[src/rtl/edge_qual_filter_pkg.sv]
package edge_qual_filter_pkg;

  typedef enum logic {
    FLT_DEBOUNCE = 1'b0,
    FLT_GLITCH   = 1'b1
  } flt_mode_e;

  // Window length in clock ticks for each select value (48 MHz reference).
  function automatic logic [20:0] window_ticks(input logic [3:0] sel);
    case (sel)
      4'd0:    window_ticks = 21'd24;
      4'd1:    window_ticks = 21'd49;
      4'd2:    window_ticks = 21'd101;
      4'd3:    window_ticks = 21'd208;
      4'd4:    window_ticks = 21'd428;
      4'd5:    window_ticks = 21'd881;
      4'd6:    window_ticks = 21'd1813;
      4'd7:    window_ticks = 21'd3731;
      4'd8:    window_ticks = 21'd7679;
      4'd9:    window_ticks = 21'd15803;
      4'd10:   window_ticks = 21'd32522;
      4'd11:   window_ticks = 21'd66930;
      4'd12:   window_ticks = 21'd137743;
      4'd13:   window_ticks = 21'd283474;
      4'd14:   window_ticks = 21'd583391;
      default: window_ticks = 21'd1200000;
    endcase
  endfunction

  // A new level is in the filtered direction when it equals the polarity
  // (rising -> new level 1 with pol 1, falling -> new level 0 with pol 0).
  function automatic logic is_qualified(input logic new_lvl, input logic pol);
    is_qualified = (new_lvl == pol);
  endfunction

endpackage

[src/rtl/eqf_sync.sv]
module eqf_sync #(
  parameter int STAGES = 2
) (
  input  logic clk_i,
  input  logic rst_ni,
  input  logic d_i,
  output logic q_o
);
  logic [STAGES-1:0] chain_q;

  generate
    for (genvar g = 0; g < STAGES; g++) begin : g_stage
      if (g == 0) begin : g_first
        always_ff @(posedge clk_i or negedge rst_ni) begin
          if (!rst_ni) chain_q[g] <= 1'b0;
          else         chain_q[g] <= d_i;
        end
      end else begin : g_rest
        always_ff @(posedge clk_i or negedge rst_ni) begin
          if (!rst_ni) chain_q[g] <= 1'b0;
          else         chain_q[g] <= chain_q[g-1];
        end
      end
    end
  endgenerate

  assign q_o = chain_q[STAGES-1];
endmodule

[src/rtl/eqf_window.sv]
module eqf_window #(
  parameter int CNT_W = 21
) (
  input  logic             clk_i,
  input  logic             rst_ni,
  input  logic [CNT_W-1:0] lim_i,
  input  logic             start_i,
  input  logic             abort_i,
  output logic             active_o,
  output logic             last_o,
  output logic [CNT_W-1:0] cnt_o,
  output logic [CNT_W-1:0] lim_o
);
  logic             active_q;
  logic [CNT_W-1:0] cnt_q;
  logic [CNT_W-1:0] lim_q;

  assign last_o   = active_q && (cnt_q == lim_q - CNT_W'(1));
  assign active_o = active_q;
  assign cnt_o    = cnt_q;
  assign lim_o    = lim_q;

  always_ff @(posedge clk_i or negedge rst_ni) begin
    if (!rst_ni) begin
      active_q <= 1'b0;
      cnt_q    <= '0;
      lim_q    <= '0;
    end else begin
      if (!active_q) lim_q <= lim_i;
      if (!active_q) begin
        if (start_i) begin
          active_q <= 1'b1;
          cnt_q    <= CNT_W'(1);
        end
      end else if (abort_i || last_o) begin
        active_q <= 1'b0;
        cnt_q    <= '0;
      end else begin
        cnt_q <= cnt_q + CNT_W'(1);
      end
    end
  end
endmodule

[src/rtl/edge_qual_filter.sv]
module edge_qual_filter
  import edge_qual_filter_pkg::*;
#(
  parameter int SEL_W  = 4,
  parameter int CNT_W  = 21,
  parameter int SYNC_N = 2
) (
  input  logic             clk_i,
  input  logic             rst_ni,
  input  logic             raw_i,
  input  logic [SEL_W-1:0] time_sel_i,
  input  logic             edge_pol_i,
  input  logic             mode_i,
  output logic             level_o
);
  localparam int TBL_SEL_W = 4;

  logic             sync_w;
  logic             level_q;
  logic             level_d;
  logic             mism_w;
  logic             qual_w;
  logic             glitch_w;
  logic             start_w;
  logic             abort_w;
  logic             pass_w;
  logic             accept_w;
  logic             win_active_w;
  logic             win_last_w;
  logic [CNT_W-1:0] win_cnt_w;
  logic [CNT_W-1:0] win_lim_w;
  logic [CNT_W-1:0] sel_lim_w;
  logic [TBL_SEL_W-1:0] sel_idx_w;
  flt_mode_e        mode_w;

  eqf_sync #(.STAGES(SYNC_N)) u_sync (
    .clk_i  (clk_i),
    .rst_ni (rst_ni),
    .d_i    (raw_i),
    .q_o    (sync_w)
  );

  assign sel_idx_w = TBL_SEL_W'(time_sel_i);
  assign sel_lim_w = CNT_W'(window_ticks(sel_idx_w));

  assign mode_w   = flt_mode_e'(mode_i);
  assign glitch_w = (mode_w == FLT_GLITCH);
  assign mism_w   = sync_w ^ level_q;
  assign qual_w   = is_qualified(sync_w, edge_pol_i);

  assign start_w  = !win_active_w && mism_w && qual_w;
  assign abort_w  = !glitch_w && win_active_w && !mism_w;
  assign pass_w   = !win_active_w && mism_w && (!qual_w || glitch_w);
  assign accept_w = !glitch_w && win_active_w && mism_w && win_last_w;

  eqf_window #(.CNT_W(CNT_W)) u_win (
    .clk_i    (clk_i),
    .rst_ni   (rst_ni),
    .lim_i    (sel_lim_w),
    .start_i  (start_w),
    .abort_i  (abort_w),
    .active_o (win_active_w),
    .last_o   (win_last_w),
    .cnt_o    (win_cnt_w),
    .lim_o    (win_lim_w)
  );

  always_comb begin
    level_d = level_q;
    if (pass_w || accept_w) level_d = sync_w;
  end

  always_ff @(posedge clk_i or negedge rst_ni) begin
    if (!rst_ni) level_q <= 1'b0;
    else         level_q <= level_d;
  end

  assign level_o = level_q;
endmodule

[config.mk]
export PLATFORM = sky130hd
export DESIGN_NAME = edge_qual_filter
export DESIGN_NICKNAME = d
export VERILOG_FILES = /design/src/rtl/edge_qual_filter_pkg.sv /design/src/rtl/eqf_sync.sv /design/src/rtl/eqf_window.sv /design/src/rtl/edge_qual_filter.sv
export SDC_FILE = /design/constraint.sdc
export NUM_CORES = 1
export LEC_CHECK = 0
export CORE_MARGIN = 4
export CORE_UTILIZATION = 25
export CTS_CLUSTER_DIAMETER = 50
export CTS_CLUSTER_SIZE = 20
export DETAILED_ROUTE_END_ITERATION = 6
export GPL_ROUTABILITY_DRIVEN = 0
export GPL_TIMING_DRIVEN = 0
export PLACE_DENSITY = 0.36
export SLEW_MARGIN = 20
export SYNTH_ARGS = -nofsm -noshare
export SYNTH_HDL_FRONTEND = slang
export SYNTH_SLANG_ARGS = --single-unit
export TNS_END_PERCENT = 5
[constraint.sdc]
create_clock -name clk_i -period 4.75 [get_ports clk_i]
set_input_delay 0.95 -clock clk_i [delete_from_list [all_inputs] [get_ports clk_i]]
set_output_delay 0.95 -clock clk_i [all_outputs]
set_load 0.005 [all_outputs]
==> out/qor.csv <==
stage,metric,value,unit
floorplan,Core Region,12700,um^2
routing,"antenna viol nets, final",0,
sta,final period utilization,70.9,%
setup_path,worst r2r src,u_win.lim_o[2],
floorplan,die area,14900,um^2
synth,net count after synthesis,410,
sta,Fin Hold WS,347,ps
cts,clock latency on the worst-skew pair,300,ps
run_status,outcome,completed,
cts,CTS sink cnt,45,
place,Final HPWL DP,7250,um
setup_path,CP Data Required Time,4910,ps
finish,"commonest cells after routing, fill and taps aside","nand2_1, dfrtp_1, o21ai_0, nand3_1, nor2_1",
global_route,routing usage on met2,22.0,%
finish,nets@finish,425,
sta,Final Max Tran Viols,0,
finish,"commonest non-fill, non-tap cell in the layout",nand2_1,
pwr,Power Total,1.91,mW
floorplan,Ports,10,
synth,Synth Flop Type,dfrtp_1,
cts,hold_buf cts,0,
finish,fillcell total,1426,
global_route,grt met1 use,19.6,%
cts,CTS Buf Count,5,
min_path,worst hold stages,0,
sta,Hold Fails Final Rpt,0,
cts,CTS tree,built,
global_route,antenna violations before repair,0,
synth,biggest area consumer among synthesized cells,dfrtp_1,
synth,post-synth top area share,34.5,%
sta,Final Skew,3.59,ps
setup_path,CP Max Fanout,10,
run,max-cap violations,0,
synth,synth unique cells,64,
place,# port buffers,8,
synth,ys async rst share,100,%
setup_path,worst r2r path cells,10,
finish,Multi-input gate area,1970,um^2
synth,number of synthesized flops with an enable pin,0,
setup_path,FF-to-FF End,u_win.cnt_o[19],
place,placed insts,573,
global_route,Global Route Usage Sum,13.9,%
min_path,hold path start,u_sync.chain_q[0],
synth,synthesized cell area,3260,um^2
synth,Syn Area/Cell,8.30,um^2
sta,Final min period,3370,ps
setup_path,CP endpoint kind,register,
cts,number of cells upsized or downsized after cts,0,
cts,buffer count from post-CTS setup fixing,0,
sta,Achievable Freq,297,MHz
routing,Via Count,2879,
routing,Initial DRC Count,156,
global_route,grt total ovfl,0,
setup_path,FF-to-FF setup slack,1380,ps
routing,Remaining DRCs,0,
sta,Least-Margin Pin Slew,762,ps
setup_path,CP Launch Type,register,
finish,area grow syn2layout,14.4,%
pwr,leakage,1.43,nW
routing,First-pass DRT Iterations,4,
finish,Util after Layout,29.3,%
global_route,first-pass GRT wire length,16000,um
global_route,gr busiest metal,met2,
sta,total negative setup slack,0,ps
setup_path,Crit path arrival time,3530,ps
synth,synth top area cells,"dfrtp_1, nand2_1, o21ai_0",
global_route,vias in the first global route,2877,
routing,vias per cell,4.96,
global_route,met3 usage,2.21,%
setup_path,critical path class,register to register,
sta,number of setup violations in the final report,0,
sta,Slew Limit Headroom,48.8,%
cts,CTS max path bufs,2,
synth,Synth warnings,0,
pwr,Max VDD drop,0.000237,V
pwr,Pwr Density,512,nW/um^2
min_path,Worst Hold Path EP,u_sync.q_o,
synth,"Seq/Total Area, Yosys",34.5,%
routing,drt wl/cell,16.4,um
floorplan,Initial Util,25.6,%
global_route,pin count of the biggest net entering global routing,46,
finish,Antenna diodes,0,
floorplan,placement row count,41,
cts,Root Driver,clkbuf_16,
synth,Synth Instances,393,
sta,unrepaired setup endpoints after global routing,no,
cts,"CTS clk-pin slew, worst paths",70,ps
floorplan,Die Wd,122,um
routing,Final Routed Wirelength,9540,um
cts,htree depth,2,
synth,Synth Register Bits,45,
finish,register area,1130,um^2
min_path,Hold Path Class,register to register,
finish,fin cells,581,
floorplan,Die Span Y,122,um
finish,share of layout cells above drive strength 1,7.82,%
[state kept, by name (all words and copies together), names as in the netlist]
signal	cells
u_win.active_o	1
u_sync.chain_q	1
u_win.cnt_o	21
level_o	1
u_sync.q_o	1
u_win.lim_o	20
[through the flow]
stage                     cell area (um^2)  setup slack, ps
final                                 3730             1380
after detailed placement              3560             1350
after floorplan                       3260             1940
after global placement                3560             1180
after global routing                  3730             1140
after CTS                             3730             1340
[cell families after synthesis]
group | Yosys count | share of synthesized area [%]
AO/OA/AOI/OAI | 97 | 20.0
XOR/XNOR | 25 | 6.71
adder cells (fa/ha/maj) | 8 | 3.07
buffers and inverters | 39 | 5.06
flip-flops | 45 | 34.5
multiplexers | 8 | 2.61
AND/OR/NAND/NOR | 171 | 28.1
[cell usage after synthesis, types with 9 or more instances]
library cell and instances:
nand2_1 53, dfrtp_1 45, o21ai_0 30, nand3_1 29
nor2_1 18, xnor2_1 16, clkbuf_1 15, inv_1 14
nor3_1 11, a21oi_1 10, nor2b_1 9, xor2_1 9
[worst max-delay path, stage by stage, from the launching register on]
cell      delay, ps
dfrtp_1         460
or4_1           510
buf_2           190
nor3_4          300
mux2_2          370
o211a_1         240
nor4_1          260
nand4_1         260
nand3_1         260
buf_4           240
o311ai_1        120
[how the worst max path moves through the flow]
stage | start | end | depth (start not counted)
final | u_win.lim_o[2] | u_win.cnt_o[19] | 10
after global routing | u_win.lim_o[0] | u_win.cnt_o[18] | 12
after CTS | u_win.lim_o[2] | u_win.cnt_o[19] | 10
after detailed placement | u_win.lim_o[2] | u_win.cnt_o[19] | 10
after global placement | rst_ni | u_win.lim_o[12] | 1
after floorplan | u_win.lim_o[0] | u_win.cnt_o[9] | 12
[power by group]
group	internal, mW	switching, mW	total, mW
registers	0.477	0.149	0.626
logic	0.335	0.530	0.864
clock network	0.263	0.158	0.421
total	1.07	0.837	1.91
[final cells by class]
cell class	count	share of cell area, %
multi-input cells	309	52.8
well taps	172	5.77
repair buffers	8	2.08
clock buffers	6	3.72
plain buffers	25	3.02
clock inverters	2	1.01
inverters	14	1.41
flip-flops and latches	45	30.2
[per-layer routing]
metal | vias up | routed length, um
li1 | 1457 | -
met1 | 1386 | 4900
met2 | 28 | 4340
met3 | 8 | 181
met4 | 0 | 122
met5 | - | 0
Note: power is estimated with default switching activity, not from simulation.
